**src/rtl/rfd_pkg.sv**
```systemverilog
// Shared field positions of the register words of the reference divider.
// Assumes a 32-bit register port; positions are fixed by the register layout.
package rfd_pkg;
    localparam int DATA_W   = 32;
    localparam int SEL_LSB  = 0;
    localparam int BUSY_BIT = 8;
    localparam int SW_BIT   = 9;
    localparam int OE_BIT   = 12;
    localparam int RUN_BIT  = 15;
    localparam int DIV_LSB  = 16;
    localparam int TRIM_LSB = 23;
endpackage

```
**src/rtl/rfd_regs.sv**
```systemverilog
// Register word storage, switch-request flag and read mux.
// Assumes SELW<=4, DIVW<=15, TRIMW<=9 so the fields fit the layout.
module rfd_regs
    import rfd_pkg::*;
#(
    parameter int SELW  = 4,
    parameter int DIVW  = 15,
    parameter int TRIMW = 9
) (
    input  logic              clk,
    input  logic              rst_n,
    input  logic              wr_en,
    input  logic              wr_addr,
    input  logic [DATA_W-1:0] wr_data,
    input  logic              rd_addr,
    input  logic              accept,
    output logic [SELW-1:0]   sel_q,
    output logic              on_q,
    output logic              oe_q,
    output logic [DIVW-1:0]   div_q,
    output logic [TRIMW-1:0]  trim_q,
    output logic              sw_pend,
    output logic              active,
    output logic [DATA_W-1:0] rd_data
);
    logic ctl_wr;
    logic unused_wr;

    assign ctl_wr    = wr_en && !wr_addr;
    assign active    = on_q | sw_pend;
    assign unused_wr = ^wr_data;

    // Capture register writes; select is refused while busy.
    always_ff @(posedge clk) begin
        if (!rst_n) begin
            sel_q   <= '0;
            on_q    <= 1'b0;
            oe_q    <= 1'b0;
            div_q   <= '0;
            trim_q  <= '0;
            sw_pend <= 1'b0;
        end else begin
            if (ctl_wr) begin
                if (!active) sel_q <= wr_data[SEL_LSB +: SELW];
                oe_q  <= wr_data[OE_BIT];
                on_q  <= wr_data[RUN_BIT];
                div_q <= wr_data[DIV_LSB +: DIVW];
            end
            if (wr_en && wr_addr) trim_q <= wr_data[TRIM_LSB +: TRIMW];
            if (ctl_wr && wr_data[SW_BIT]) sw_pend <= 1'b1;
            else if (accept)               sw_pend <= 1'b0;
        end
    end

    // Assemble the addressed read word.
    always_comb begin
        rd_data = '0;
        if (!rd_addr) begin
            rd_data[SEL_LSB +: SELW] = sel_q;
            rd_data[BUSY_BIT]        = active;
            rd_data[SW_BIT]          = sw_pend;
            rd_data[OE_BIT]          = oe_q;
            rd_data[RUN_BIT]         = on_q;
            rd_data[DIV_LSB +: DIVW] = div_q;
        end else begin
            rd_data[TRIM_LSB +: TRIMW] = trim_q;
        end
    end
endmodule

```
**src/rtl/rfd_src_pick.sv**
```systemverilog
// Selects one oversampled candidate clock and flags its rising edges.
// Assumes candidates are slower than half the system clock rate.
module rfd_src_pick #(
    parameter int NSRC = 16,
    parameter int SELW = 4
) (
    input  logic            clk,
    input  logic            rst_n,
    input  logic [NSRC-1:0] src_clk,
    input  logic [SELW-1:0] sel,
    output logic            lvl,
    output logic            src_edge
);
    logic lvl_d;

    // Sample the chosen level and keep one cycle of history.
    always_ff @(posedge clk) begin
        if (!rst_n) begin
            lvl   <= 1'b0;
            lvl_d <= 1'b0;
        end else begin
            lvl   <= src_clk[sel];
            lvl_d <= lvl;
        end
    end

    assign src_edge = lvl & ~lvl_d;
endmodule

```
**src/rtl/rfd_engine.sv**
```systemverilog
// Divide engine: half-period counter, fractional accumulator, switch accept.
// Assumes src_edge pulses for one cycle per candidate rising edge.
module rfd_engine #(
    parameter int DIVW  = 15,
    parameter int TRIMW = 9
) (
    input  logic             clk,
    input  logic             rst_n,
    input  logic             on,
    input  logic             oe,
    input  logic             lvl,
    input  logic             src_edge,
    input  logic [DIVW-1:0]  div_r,
    input  logic [TRIMW-1:0] trim_r,
    input  logic             sw_pend,
    output logic             accept,
    output logic [DIVW-1:0]  div_a,
    output logic [TRIMW-1:0] trim_a,
    output logic             tog,
    output logic             ref_out
);
    localparam int CNTW = DIVW + 1;

    logic [CNTW-1:0]  cnt, cnt_nxt, len;
    logic [TRIMW-1:0] acc;
    logic [TRIMW:0]   sum;
    logic             extra, byp, hit;

    assign byp     = (div_a == '0);
    assign len     = {1'b0, div_a} + {{DIVW{1'b0}}, extra};
    assign cnt_nxt = cnt + 1'b1;
    assign sum     = {1'b0, acc} + {1'b0, trim_a};
    assign hit     = on && !byp && src_edge && (cnt_nxt == len);
    assign accept  = sw_pend && (!on || byp || hit);

    // Count candidate edges, toggle at half-period ends, load new ratio.
    always_ff @(posedge clk) begin
        if (!rst_n) begin
            div_a   <= '0;
            trim_a  <= '0;
            cnt     <= '0;
            acc     <= '0;
            extra   <= 1'b0;
            tog     <= 1'b0;
            ref_out <= 1'b0;
        end else begin
            ref_out <= (on && oe) ? (byp ? lvl : tog) : 1'b0;
            if (!on) begin
                tog   <= 1'b0;
                cnt   <= '0;
                acc   <= '0;
                extra <= 1'b0;
            end else if (byp) begin
                tog <= 1'b0;
                cnt <= '0;
            end else if (src_edge) begin
                if (hit) begin
                    tog   <= ~tog;
                    cnt   <= '0;
                    acc   <= sum[TRIMW-1:0];
                    extra <= sum[TRIMW];
                end else begin
                    cnt <= cnt_nxt;
                end
            end
            if (accept) begin
                div_a  <= div_r;
                trim_a <= trim_r;
                cnt    <= '0;
                acc    <= '0;
                extra  <= 1'b0;
            end
        end
    end
endmodule

```
**src/rtl/refclk_frac_div.sv**
```systemverilog
// Top of the fractional reference clock divider.
// Assumes all candidates are oversampled by clk; NSRC is at most 16.
module refclk_frac_div
    import rfd_pkg::*;
#(
    parameter int NSRC  = 16,
    parameter int DIVW  = 15,
    parameter int TRIMW = 9
) (
    input  logic              clk,
    input  logic              rst_n,
    input  logic [NSRC-1:0]   src_clk,
    input  logic              wr_en,
    input  logic              wr_addr,
    input  logic [DATA_W-1:0] wr_data,
    input  logic              rd_addr,
    output logic [DATA_W-1:0] rd_data,
    output logic              ref_out
);
    localparam int SELW = (NSRC > 1) ? $clog2(NSRC) : 1;

    logic [SELW-1:0]  sel_q;
    logic             on_q, oe_q, sw_pend, active, accept;
    logic [DIVW-1:0]  div_q, div_a;
    logic [TRIMW-1:0] trim_q, trim_a;
    logic             lvl, src_edge, tog;

    rfd_regs #(.SELW(SELW), .DIVW(DIVW), .TRIMW(TRIMW)) u_regs (
        .clk(clk), .rst_n(rst_n), .wr_en(wr_en), .wr_addr(wr_addr),
        .wr_data(wr_data), .rd_addr(rd_addr), .accept(accept),
        .sel_q(sel_q), .on_q(on_q), .oe_q(oe_q), .div_q(div_q),
        .trim_q(trim_q), .sw_pend(sw_pend), .active(active), .rd_data(rd_data)
    );

    rfd_src_pick #(.NSRC(NSRC), .SELW(SELW)) u_pick (
        .clk(clk), .rst_n(rst_n), .src_clk(src_clk), .sel(sel_q),
        .lvl(lvl), .src_edge(src_edge)
    );

    rfd_engine #(.DIVW(DIVW), .TRIMW(TRIMW)) u_eng (
        .clk(clk), .rst_n(rst_n), .on(on_q), .oe(oe_q), .lvl(lvl),
        .src_edge(src_edge), .div_r(div_q), .trim_r(trim_q),
        .sw_pend(sw_pend), .accept(accept), .div_a(div_a),
        .trim_a(trim_a), .tog(tog), .ref_out(ref_out)
    );
endmodule

```
**config.mk**
```make
export PLATFORM = sky130hd
export DESIGN_NAME = refclk_frac_div
export DESIGN_NICKNAME = d
export VERILOG_FILES = /design/src/rtl/rfd_pkg.sv /design/src/rtl/rfd_regs.sv /design/src/rtl/rfd_src_pick.sv /design/src/rtl/rfd_engine.sv /design/src/rtl/refclk_frac_div.sv
export SDC_FILE = /design/constraint.sdc
export NUM_CORES = 1
export LEC_CHECK = 0
export ABC_AREA = 1
export BUFFER_PORTS_ARGS = -buffer_cell sky130_fd_sc_hd__buf_2
export CAP_MARGIN = 20
export CORE_MARGIN = 2
export CORE_UTILIZATION = 57
export DETAILED_ROUTE_END_ITERATION = 10
export GPL_ROUTABILITY_DRIVEN = 1
export PLACE_DENSITY = 0.81
export SLEW_MARGIN = 20
export SYNTH_ARGS = -nofsm -noshare
export SYNTH_HDL_FRONTEND = slang
export SYNTH_SLANG_ARGS = --single-unit
```
**constraint.sdc**
```tcl
create_clock -name clk -period 4.9 [get_ports clk]
set_input_delay 1.225 -clock clk [delete_from_list [all_inputs] [get_ports clk]]
set_output_delay 1.225 -clock clk [all_outputs]
set_load 0.05 [all_outputs]
```
==> results of run 1 <==
## cells in the final DEF (no fill, tap or decap), types with 2 or more instances in the layout
cell / instances
a21oi_1: 64
a22oi_1: 2
a31oi_1: 10
buf_2: 68
buf_4: 3
clkbuf_8: 9
conb_1: 8
dfxtp_1: 85
ha_1: 13
inv_1: 102
inv_6: 4
nand2_1: 237
nand2_2: 7
nand3_1: 68
nand4_1: 19
nor2_1: 137
nor2_2: 8
nor2_4: 6
nor3_1: 2
o211ai_1: 2
o21ai_0: 56
o221ai_1: 4
xnor2_1: 5
xor2_1: 9
## stage by stage
step / worst slack [ns] / util (%) / area [um2] / hold slack, ns / total power [uW]
6_report: 1.37 / 64.6 / 5990 / 0.430 / 1480
5_1_grt: 0.987 / 64.6 / 5990 / 0.461 / 1560
4_1_cts: 1.36 / 64.6 / 5990 / 0.432 / 1490
3_5_place_dp: 1.41 / 62.5 / 5800 / 0.419 / 995
3_3_place_gp: 1.44 / 62.5 / 5800 / 0.414 / 992
2_1_floorplan: 1.17 / - / 5500 / 0.407 / 942
## registers in the layout, summed over array words and instances, names as in the netlist, 4 cells and up
| register | cells |
|---|---|
| u_eng.cnt | 16 |
| u_regs.sel_q | 4 |
| u_eng.trim_a | 9 |
| u_eng.div_a | 15 |
| u_eng.acc | 9 |
| u_regs.trim_q | 9 |
| u_regs.div_q | 15 |
## path summary, 6_finish.rpt
| path | endpoint | slack [ns] | cells after the start |
|---|---|---|---|
| setup reg to reg | u_eng.trim_a[5]$_SDFFE_PN0P_ | 1.37 | 17 |
| hold / removal | u_pick.lvl_d$_SDFF_PN0_ | 0.43 | 2 |
| setup / recovery | u_eng.trim_a[5]$_SDFFE_PN0P_ | 1.37 | 17 |
| hold reg to reg | u_pick.lvl_d$_SDFF_PN0_ | 0.43 | 2 |
## tightest hold or removal path, cell delays in order, from the launching register on
cell     delay, ns
dfxtp_1       0.32
nand2_1       0.05
inv_1         0.03
## layer usage
metal | global-route usage, % | up-vias | wire [um]
met3 | 4.38 | 27 | 582
met4 | 9.95 | 0 | 310
met5 | 0 | - | 0
li1 | - | 2946 | -
met1 | 35.5 | 2364 | 6230
met2 | 41.0 | 140 | 5530
## power groups by stage
stage / sequential (uW) / clock [uW] / combinational, uW
floorplan: 746 / 0 / 196
global placement: 754 / 0 / 239
detailed placement: 755 / 0 / 241
CTS: 739 / 510 / 242
global route: 743 / 539 / 273
finish: 739 / 499 / 243
## layout make-up
type | instances | area, um2 | share of cell area, %
clock inverters | 7 | 71.3 | 1.19
multi-input cells | 669 | 3190 | 53.2
flip-flops and latches | 85 | 1700 | 28.4
clock buffers | 9 | 124 | 2.07
inverters | 103 | 387 | 6.45
well taps | 129 | 161 | 2.69
repair buffers | 71 | 363 | 6.05
## kinds of logic after synthesis
kind of cell    count (synthesis)  share of synthesized area (%)
simple gates                  489                           37.9
buf+inv                       145                           11.2
other cells                     1                         0.0685
compound gates                144                           14.2
flops                          85                           31.1
fa+ha+maj                      14                           3.34
xor+xnor                       14                           2.24
==> summary.txt, run 1 <==
Final layout
  • Layout fillers: between 900 and 1000
  • # diodes: 0
  • P&R area growth vs syn: 9.46%
  • Layout Nets: around 1000
  • Post-Layout Cell Count: 1073
  • Share of cells above drive strength 1: a little under an eighth

STA
  • Period minus WS final: 3.53 ns
  • Clk_skew: between 0.015 and 0.02 ns
  • Worst slew margin: between 40% and 50%
  • Setup_tns: 0 ns
  • Slew @ Worst Pin: ~0.85 ns
  • Setup-failing EPs final: 0
  • FMAX: ~0.28 GHz
  • Final Cycle Share: between 70 and 80%
  • Unrepaired setup endpoints after global routing: false
  • Max-slew violations: 0
  • Hold Fails Final Rpt: 0

Critical path
  • Worst path required time: ~5.2 ns
  • Worst Setup SP: u_eng.extra$_SDFFE_PP0P_
  • Slowest-stage cell, CP: dfxtp_1
  • CP dominant cell by count: nand2_1
  • CP Capture Type: flop
  • CP delay by family, top: simple AND/OR/NAND/NOR gates
  • Reg-to-Reg Start: u_eng.extra$_SDFFE_PP0P_
  • Worst path max stage delay: roughly 0.42 ns
  • WP data arrival: 3.79 ns
  • CP Cell Sequence: ha_1 > ha_1 > nand3_2 > inv_1 > nand2_1 > nand2_1 > xnor2_1 > nand2_1 > nor2_1 > nand2_1 > nor2_2 > nand2_2 > nand2_2 > buf_4 > nand3_1 > nand2_1 > nor2_1
  • Max FO, Critical Path: 39
  • CP Class: flop to flop
  • Buf/Inv on CP: 2
  • Nature of the critical path startpoint: flop

Power
  • Part of the power in combinational logic: around 16%
  • PwrDens: ~250 nW/um2
  • Pint: 987 uW
  • Peak supply drop: approximately 150 uV
  • P_leak: 0.00264 uW
  • Clock share of power: roughly a third
  • NetSw: 494 uW
  • Seq pwr share: roughly 50%
  • Sw Ratio: roughly a third

GRT
  • First-pass GRT wire length: around 22000 um
  • Vias in the first global route: just under 5000
  • Largest net degree at the start of global routing: 58
  • Antenna violations before repair: 0
  • GRT Total Usage: ~26%
  • GR Overflow Total: 0

Placed design
  • PortBufs: 68
  • Placed Instances: approximately 1100
  • Dpl hpwl: roughly 9400 um
  • Gpl congestion: 0.921

Drt
  • DR vias: between 5000 and 6000
  • Drt total wl: ~13000 um
  • Starting DRT DRC Count: 257
  • Routed WL per cell: roughly 12 um
  • Vias per Instance: between 5 and 6
  • Remaining antenna violation count after routing: 0
  • TritonRoute pass-1 iters: 5
  • DRC Markers: 0

Clocking
  • CTS Buf Count: 9
  • Worst-path clk slew: 0.11 ns
  • CTS sink cnt: 85
  • Root Buffer: clkbuf_8
  • Resized cells post-CTS: 0
  • Longest Clk Path Bufs: 2
  • CTS Hold Buffers Added: 0
  • Skew-Pair Late Insertion Delay: about 0.37 ns
  • Setup bufs post-CTS: 0
  • H-tree depth: 3
  • CTS tree: yes

Logic synthesis
  • Post-Syn Area: ~5500 um2
  • Synth top cells by count: 237 x nand2_1, 137 x nor2_1, 102 x inv_1, 85 x dfxtp_1, 68 x nand3_1
  • Yosys cell types: 38
  • Ys flop type: dfxtp_1
  • Gate Count Post-Synth: about 890
  • Cell with the most instances after synthesis: nand2_1
  • Share of the synthesized area in the top cell type: 31.1%
  • Avg Synthesized Cell Area: about 6.1 um2
  • EDFF count, synth: 0
  • Top area cells in the synthesized netlist: dfxtp_1 31%, nand2_1 16%, nor2_1 9.4%
  • Register area share after synthesis: a little under a third
  • Seq cells post-synth: between 80 and 90
  • Async S/R FF share, synth: 0%
  • Synth area leader: dfxtp_1
  • Yosys Warn Count: 0

Floorplanning
  • Starting density of the core: between 50% and 60%
  • DIE WIDTH: 102 um
  • IO Pins: 86
  • Row cnt: 35
  • Core area: about 9300 um2
  • Die Ht: between 100 and 150 um
  • Die Area: between 10000 and 15000 um2

Flow run
  • Max_cap viols: 0

Status
  • Status: finished, final reports clean

Hold path
  • HP Class: flop to flop
  • Hold_sp: u_pick.lvl$_SDFF_PN0_
(Power assumes the default switching activity.)
==> run 2, diff against run 1 <==
- ABC_AREA: 1 -> 0
- CORE_UTILIZATION: 57 -> 51
- PLACE_DENSITY: 0.81 -> 0.78
- clock period: 4.9 -> 2.9 ns (I/O delays scaled with it)
==> summary.txt, run 2 <==
STA
  • Max-slew violations: 0
  • Setup-failing EPs final: 27
  • Clk_skew: roughly 0.018 ns
  • Unrepaired setup endpoints after global routing: true
  • FMAX: about 0.34 GHz
  • Setup WS post-layout: -0.0566 ns
  • Slew @ Worst Pin: around 0.67 ns
  • Worst slew margin: 55.4%
  • Period minus WS final: just under 3 ns
  • Final Cycle Share: 102%
  • Hold Fails Final Rpt: 0

Status
  • Failing checks: setup timing
  • Status: finished, violations left

Logic synthesis
  • Cell with the most instances after synthesis: nand2_1
  • EDFF count, synth: 0
  • Yosys cell types: 58
  • Seq cells post-synth: 85
  • Register area share after synthesis: between 30% and 40%
  • Synth area leader: dfxtp_1
  • Yosys Warn Count: 0
  • Post-Syn Area: a little under 5000 um2
  • Share of the synthesized area in the top cell type: around a third
  • Top area cells in the synthesized netlist: dfxtp_1 34%, nand2_1 8.3%, mux2i_1 7.5%
  • Async S/R FF share, synth: 0%
  • Avg Synthesized Cell Area: between 8 and 9 um2
  • Gate Count Post-Synth: 568
  • Synth top cells by count: 110 x nand2_1, 85 x dfxtp_1, 38 x xnor2_1, 37 x mux2i_1, 27 x a21boi_0
  • Ys flop type: dfxtp_1

Drt
  • Routed WL per cell: around 16 um
  • TritonRoute pass-1 iters: 5
  • Remaining antenna violation count after routing: 0
  • DRC Markers: 0
  • DR vias: 4358
  • Drt total wl: between 10000 and 15000 um
  • Starting DRT DRC Count: around 280
  • Vias per Instance: 5.52

Final layout
  • Share of cells above drive strength 1: ~29%
  • Layout Nets: around 720
  • Commonest cells after routing, fill and taps aside: 110 x nand2_1, 73 x dfxtp_1, 68 x buf_2, 39 x buf_4, 36 x mux2i_1
  • Biggest register: u_eng.cnt
  • Final core utilization: 64.3%
  • P&R area growth vs syn: 21.0%
  • Layout fillers: around 730
  • # diodes: 0
  • Commonest non-fill, non-tap cell in the layout: nand2_1
  • Post-Layout Cell Count: 789
  • Biggest regs: u_eng.cnt: 16 flops, u_eng.div_a: 15 flops, u_regs.div_q: 15 flops
  • Number of flip-flops under the largest register name: 16

Critical path
  • Worst R2R End: u_eng.trim_a[0]$_SDFFE_PN0P_
  • CP dominant cell by count: ha_4
  • Buf/Inv on CP: 1
  • WP data arrival: 3.24 ns
  • Worst path max stage delay: approximately 0.41 ns
  • Slowest-stage cell, CP: or3_4
  • Reg2Reg Setup Slack: -0.06 ns
  • Reg-to-Reg Start: u_eng.extra$_SDFFE_PP0P_
  • CP delay by family, top: simple AND/OR/NAND/NOR gates
  • Worst reg-to-reg path cell count: 12
  • Worst path required time: 3.18 ns
  • CP Cell Sequence: ha_4 > ha_4 > xor2_1 > nor3_1 > nand4_1 > or3_4 > nor4_4 > o211ai_4 > nor2_4 > o21a_4 > buf_12 > mux2i_1
  • Max FO, Critical Path: 9
  • CP Capture Type: flop
  • Worst Setup SP: u_eng.extra$_SDFFE_PP0P_
  • Nature of the critical path startpoint: flop
  • CP Class: flop to flop

Floorplanning
  • Row cnt: 35
  • Core area: 9330 um2
  • IO Pins: 86
  • Die Area: 10500 um2
  • Starting density of the core: 53.1%
  • Die Ht: around 100 um
  • DIE WIDTH: 103 um

Clocking
  • Longest Clk Path Bufs: 2
  • Root Buffer: clkbuf_8
  • Worst-path clk slew: 0.10 ns
  • H-tree depth: 3
  • CTS sink cnt: 85
  • CTS Buf Count: 9
  • Skew-Pair Late Insertion Delay: 0.36 ns
  • CTS tree: yes

Placed design
  • Gpl congestion: 0.877
  • DP Worst Slack: -0.00990 ns
  • PortBufs: about 70
  • Dpl hpwl: approximately 8900 um
  • Placed Instances: between 700 and 800

Power
  • PwrDens: 389 nW/um2
  • Peak supply drop: around 530 uV
  • P_leak: approximately 0.0023 uW

GRT
  • Largest net degree at the start of global routing: 82
  • Antenna violations before repair: 0
  • GRT Total Usage: between 20% and 30%
  • First-pass GRT wire length: 19600 um
  • Vias in the first global route: approximately 4200
  • GR Overflow Total: 0

Flow run
  • Max_cap viols: 0

Hold path
  • Hold_sp: u_eng.cnt[15]$_SDFFE_PP0P_
  • Hold Crit Endpoint: u_eng.cnt[15]$_SDFFE_PP0P_
  • Cells on Worst Hold Path: 2
  • HP Class: flop to flop
run 2: cell count changes after synthesis, sizes merged, moves of 19 or more:
cell    before  now
nor2       151   24
nand2      244  110
xnor2        5   39
nor2b        0   22
o21ai       57    5
nor3         3   22
a21oi       64   12
mux2i        0   37
nand3       69   22
a21boi       1   27
inv        102   10
run 2: cell type report:
class,count,area [um2],area share [%]
Clock inverter,6,71.3,1.19
Timing Repair Buffer,112,738,12.3
Clock buffer,9,124,2.07
Sequential cell,85,1720,28.7
Inverter,10,37.5,0.626
Multi-Input combinational cell,438,3140,52.4
Tap cell,129,161,2.69
run 2: worst max path at each step:
stage / endpoint / slack (ns) / depth (start not counted)
after floorplan: u_eng.div_a[0]$_SDFFE_PN0P_ / 0.11 / 12
after global placement: u_eng.acc[5]$_SDFFE_PP0P_ / 0.1 / 11
after detailed placement: u_eng.acc[5]$_SDFFE_PP0P_ / -0.01 / 11
after CTS: u_eng.trim_a[0]$_SDFFE_PN0P_ / 0.006 / 11
after global routing: u_eng.div_a[9]$_SDFFE_PN0P_ / -0.12 / 12
final: u_eng.trim_a[0]$_SDFFE_PN0P_ / -0.06 / 12
run 2: timing repair:
action | 4_1_cts | 5_1_grt
gates resized for setup | 2 | 38
setup endpoints to repair | 7 | 51
hold buffers | 0 | 0
setup buffers | 0 | 4
pin swaps | 0 | 11
gates cloned | 0 | 2
run 2: where the power goes:
group / internal, uW / switching [uW]
clock: 401 / 452
sequential: 1190 / 24.3
combinational: 98.4 / 169
total: 1690 / 644
run 2: through the flow:
stage	TNS (ns)	total power [uW]	cell area [um2]	hold WS [ns]
3_5_place_dp	-0.00990	1500	5560	0.456
2_1_floorplan	0	1430	4980	0.439
5_1_grt	-3.01	2420	5990	0.486
4_1_cts	0	2330	5770	0.469
6_report	-0.848	2330	5990	0.467
3_3_place_gp	0	1490	5560	0.448
run 2: per-layer routing:
layer  wire length [um]  track usage, %  vias to the layer above  share of wire, %
li1                   -               -                     2101                 -
met1               5520            30.8                     2083                44
met2               6250            40.5                      150                49
met3                675            3.66                       24               5.3
met4                208            7.18                        0               1.6
met5                  0               0                        -                 0
run 2: worst reg2reg max path: stages, from the launching register on:
cell and delay [ns]:
dfxtp_4 0.37, ha_4 0.17, ha_4 0.21, xor2_1 0.14, nor3_1 0.19, nand4_1 0.16, or3_4 0.41, nor4_4 0.28
o211ai_4 0.14, nor2_4 0.19, o21a_4 0.24, buf_12 0.16, mux2i_1 0.20
run 2: logic make-up after synthesis:
kind of cell / Yosys count / share of synthesized area [%]
AOI/OAI and AO/OA: 64 / 9.45
adders and majority gates: 14 / 3.69
DFF: 85 / 34.4
xor gates and xnor gates: 57 / 10.5
and+or+nand+nor: 244 / 24.7
buffers and inverters: 52 / 5.46
muxes: 51 / 11.8
other: 1 / 0.0757
==> run 3, diff against run 2 <==
- CORE_UTILIZATION: 51 -> 30
- PLACE_DENSITY: 0.78 -> 0.51
==> summary.txt, run 3 (synthesis gave the netlist of run 2 again) <==
Critical path
  • Reg2Reg Setup Slack: between 0.04 and 0.05 ns
  • Worst R2R End: u_eng.acc[1]$_SDFFE_PP0P_
  • Slowest-stage cell, CP: or4_4
  • Worst path max stage delay: ~0.57 ns
  • CP delay by family, top: compound AO/OA/AOI/OAI gates
  • Nature of the critical path startpoint: flop
  • Buf/Inv on CP: 1
  • Worst reg-to-reg path cell count: 10
  • CP Capture Type: flop
  • CP Cell Sequence: nand4_2 > or4_4 > xnor2_4 > nor2b_1 > a22o_1 > o211ai_4 > nor2_4 > o21a_4 > buf_12 > a2111oi_2
  • Reg-to-Reg Start: u_eng.cnt[3]$_SDFFE_PP0P_
  • Worst path required time: 3.13 ns
  • WP data arrival: just over 3 ns
  • Max FO, Critical Path: 17
  • CP Class: flop to flop

Clocking
  • Longest Clk Path Bufs: 2
  • Worst-path clk slew: 0.06 ns
  • Setup bufs post-CTS: 0
  • Root Buffer: clkbuf_16
  • H-tree depth: 3
  • CTS sink cnt: 85
  • CTS tree: yes
  • Skew-Pair Late Insertion Delay: between 0.3 and 0.4 ns
  • CTS Buf Count: 9
  • CTS Hold Buffers Added: 0

Power
  • Peak supply drop: 233 uV
  • PwrDens: around 430 nW/um2
  • P_leak: roughly 0.0024 uW

Hold path
  • HP Class: flop to flop
  • Hold_sp: u_eng.cnt[15]$_SDFFE_PP0P_
  • Hold Crit Endpoint: u_eng.cnt[15]$_SDFFE_PP0P_
  • Cells on Worst Hold Path: 2

GRT
  • GR Overflow Total: 0
  • Antenna violations before repair: 0
  • GRT Total Usage: 14.9%
  • Vias in the first global route: slightly above 4000
  • Largest net degree at the start of global routing: 81
  • First-pass GRT wire length: about 21000 um

STA
  • Setup_tns: 0 ns
  • Setup WS post-layout: about 0.050 ns
  • Period minus WS final: 2.85 ns
  • Setup-failing EPs final: 0
  • Worst slew margin: between 50% and 60%
  • Slew @ Worst Pin: a little over 0.7 ns
  • Clk_skew: 0.00684 ns
  • Hold Fails Final Rpt: 0
  • Max-slew violations: 0
  • Final Cycle Share: about 100%
  • FMAX: roughly 0.35 GHz
  • Unrepaired setup endpoints after global routing: true

Final layout
  • Layout Nets: around 730
  • Commonest non-fill, non-tap cell in the layout: nand2_1
  • Biggest regs: u_eng.cnt: 16 flops, u_eng.div_a: 15 flops, u_regs.div_q: 15 flops
  • Final core utilization: between 30% and 40%
  • Number of flip-flops under the largest register name: 16
  • P&R area growth vs syn: 26.1%
  • Biggest register: u_eng.cnt
  • Share of cells above drive strength 1: ~29%
  • Commonest cells after routing, fill and taps aside: 110 x nand2_1, 75 x dfxtp_1, 68 x buf_2, 41 x buf_4, 37 x mux2i_1

Placed design
  • Gpl congestion: roughly 0.87
  • Dpl hpwl: 9530 um
  • DP Worst Slack: -0.0436 ns
  • PortBufs: 68

Drt
  • DRC Markers: 0
  • Remaining antenna violation count after routing: 0
  • Routed WL per cell: 14.6 um
  • DR vias: ~4200
  • Vias per Instance: ~4.8
  • TritonRoute pass-1 iters: 4
  • Drt total wl: between 10000 and 15000 um
  • Starting DRT DRC Count: approximately 150

Status
  • Status: finished, final reports clean

Floorplanning
  • DIE WIDTH: between 100 and 150 um
  • Die Ht: ~130 um
  • Core area: about 16000 um2
  • Die Area: between 15000 and 20000 um2
  • IO Pins: 86
  • Starting density of the core: between 30% and 40%
  • Row cnt: 46

Flow run
  • Max_cap viols: 0
run 3: cell types whose count changed in the layout (fill, tap and decap cells not counted), moves of 2 or more:
cell / previous run / this run
buf_4: 39 / 41
clkbuf_16: 2 / 10
inv_6: 2 / 0
dfxtp_1: 73 / 75
buf_6: 0 / 2
xnor2_4: 0 / 2
clkbuf_8: 9 / 1
xnor2_2: 5 / 3
dfxtp_2: 11 / 8
run 3: worst max path at each step:
stage | depth (start not counted) | start | slack (ns) | to
floorplan | 12 | u_eng.cnt[0]$_SDFFE_PP0P_ | 0.11 | u_eng.div_a[0]$_SDFFE_PN0P_
global placement | 11 | u_eng.cnt[1]$_SDFFE_PP0P_ | -0.001 | u_eng.acc[5]$_SDFFE_PP0P_
detailed placement | 11 | u_eng.cnt[1]$_SDFFE_PP0P_ | -0.04 | u_eng.extra$_SDFFE_PP0P_
CTS | 12 | u_eng.div_a[0]$_SDFFE_PN0P_ | -0.007 | u_eng.extra$_SDFFE_PP0P_
global route | 10 | u_eng.cnt[3]$_SDFFE_PP0P_ | -0.04 | u_eng.acc[1]$_SDFFE_PP0P_
finish | 10 | u_eng.cnt[3]$_SDFFE_PP0P_ | 0.05 | u_eng.acc[1]$_SDFFE_PP0P_
run 3: area by class of cell:
type                    count  area, um2
repair buffers            115        756
flip-flops and latches     85       1720
clock buffers              11        243
diodes                      1       2.50
clock inverters             5       60.1
multi-input cells         438       3160
fillers                  1668       9750
inverters                  10       37.5
well taps                 216        270
run 3: where the power goes:
group	leakage [uW]	internal (uW)	switching (uW)	total, uW
logic	0.00156	98.7	173	271
registers	0.000694	1190	22.9	1210
clock network	0.000146	693	482	1170
run 3: timing repair:
action / 4_1_cts / 5_1_grt
endpoints found under the setup margin: 33 / 40
gates resized for setup: 7 / 33
pin swaps: 0 / 2
gates cloned: 0 / 1
run 3: metrics by stage:
stage | instance area [um2] | power (uW) | std cells | hold slack, ns
2_1_floorplan | 4980 | 1430 | 575 | 0.439
3_3_place_gp | 5740 | 1510 | 863 | 0.450
3_5_place_dp | 5740 | 1510 | 863 | 0.460
4_1_cts | 6080 | 2690 | 879 | 0.469
5_1_grt | 6250 | 2750 | 880 | 0.498
6_report | 6250 | 2660 | 881 | 0.465
run 3: metal layers:
| layer | global-route usage [%] | up-vias | part of all wire, % | wire length [um] |
|---|---|---|---|---|
| li1 | - | 2102 | - | - |
| met1 | 20.6 | 1985 | 49 | 6240 |
| met2 | 23.2 | 95 | 45 | 5800 |
| met3 | 2.22 | 19 | 3.9 | 497 |
| met4 | 6.09 | 0 | 2.2 | 282 |
| met5 | 0 | - | 0 | 0 |
run 3: worst register-to-register path, stage by stage (launching register included):
cell	delay, ns
dfxtp_2	0.37
nand4_2	0.13
or4_4	0.57
xnor2_4	0.17
nor2b_1	0.16
a22o_1	0.28
o211ai_4	0.24
nor2_4	0.08
o21a_4	0.25
buf_12	0.17
a2111oi_2	0.32
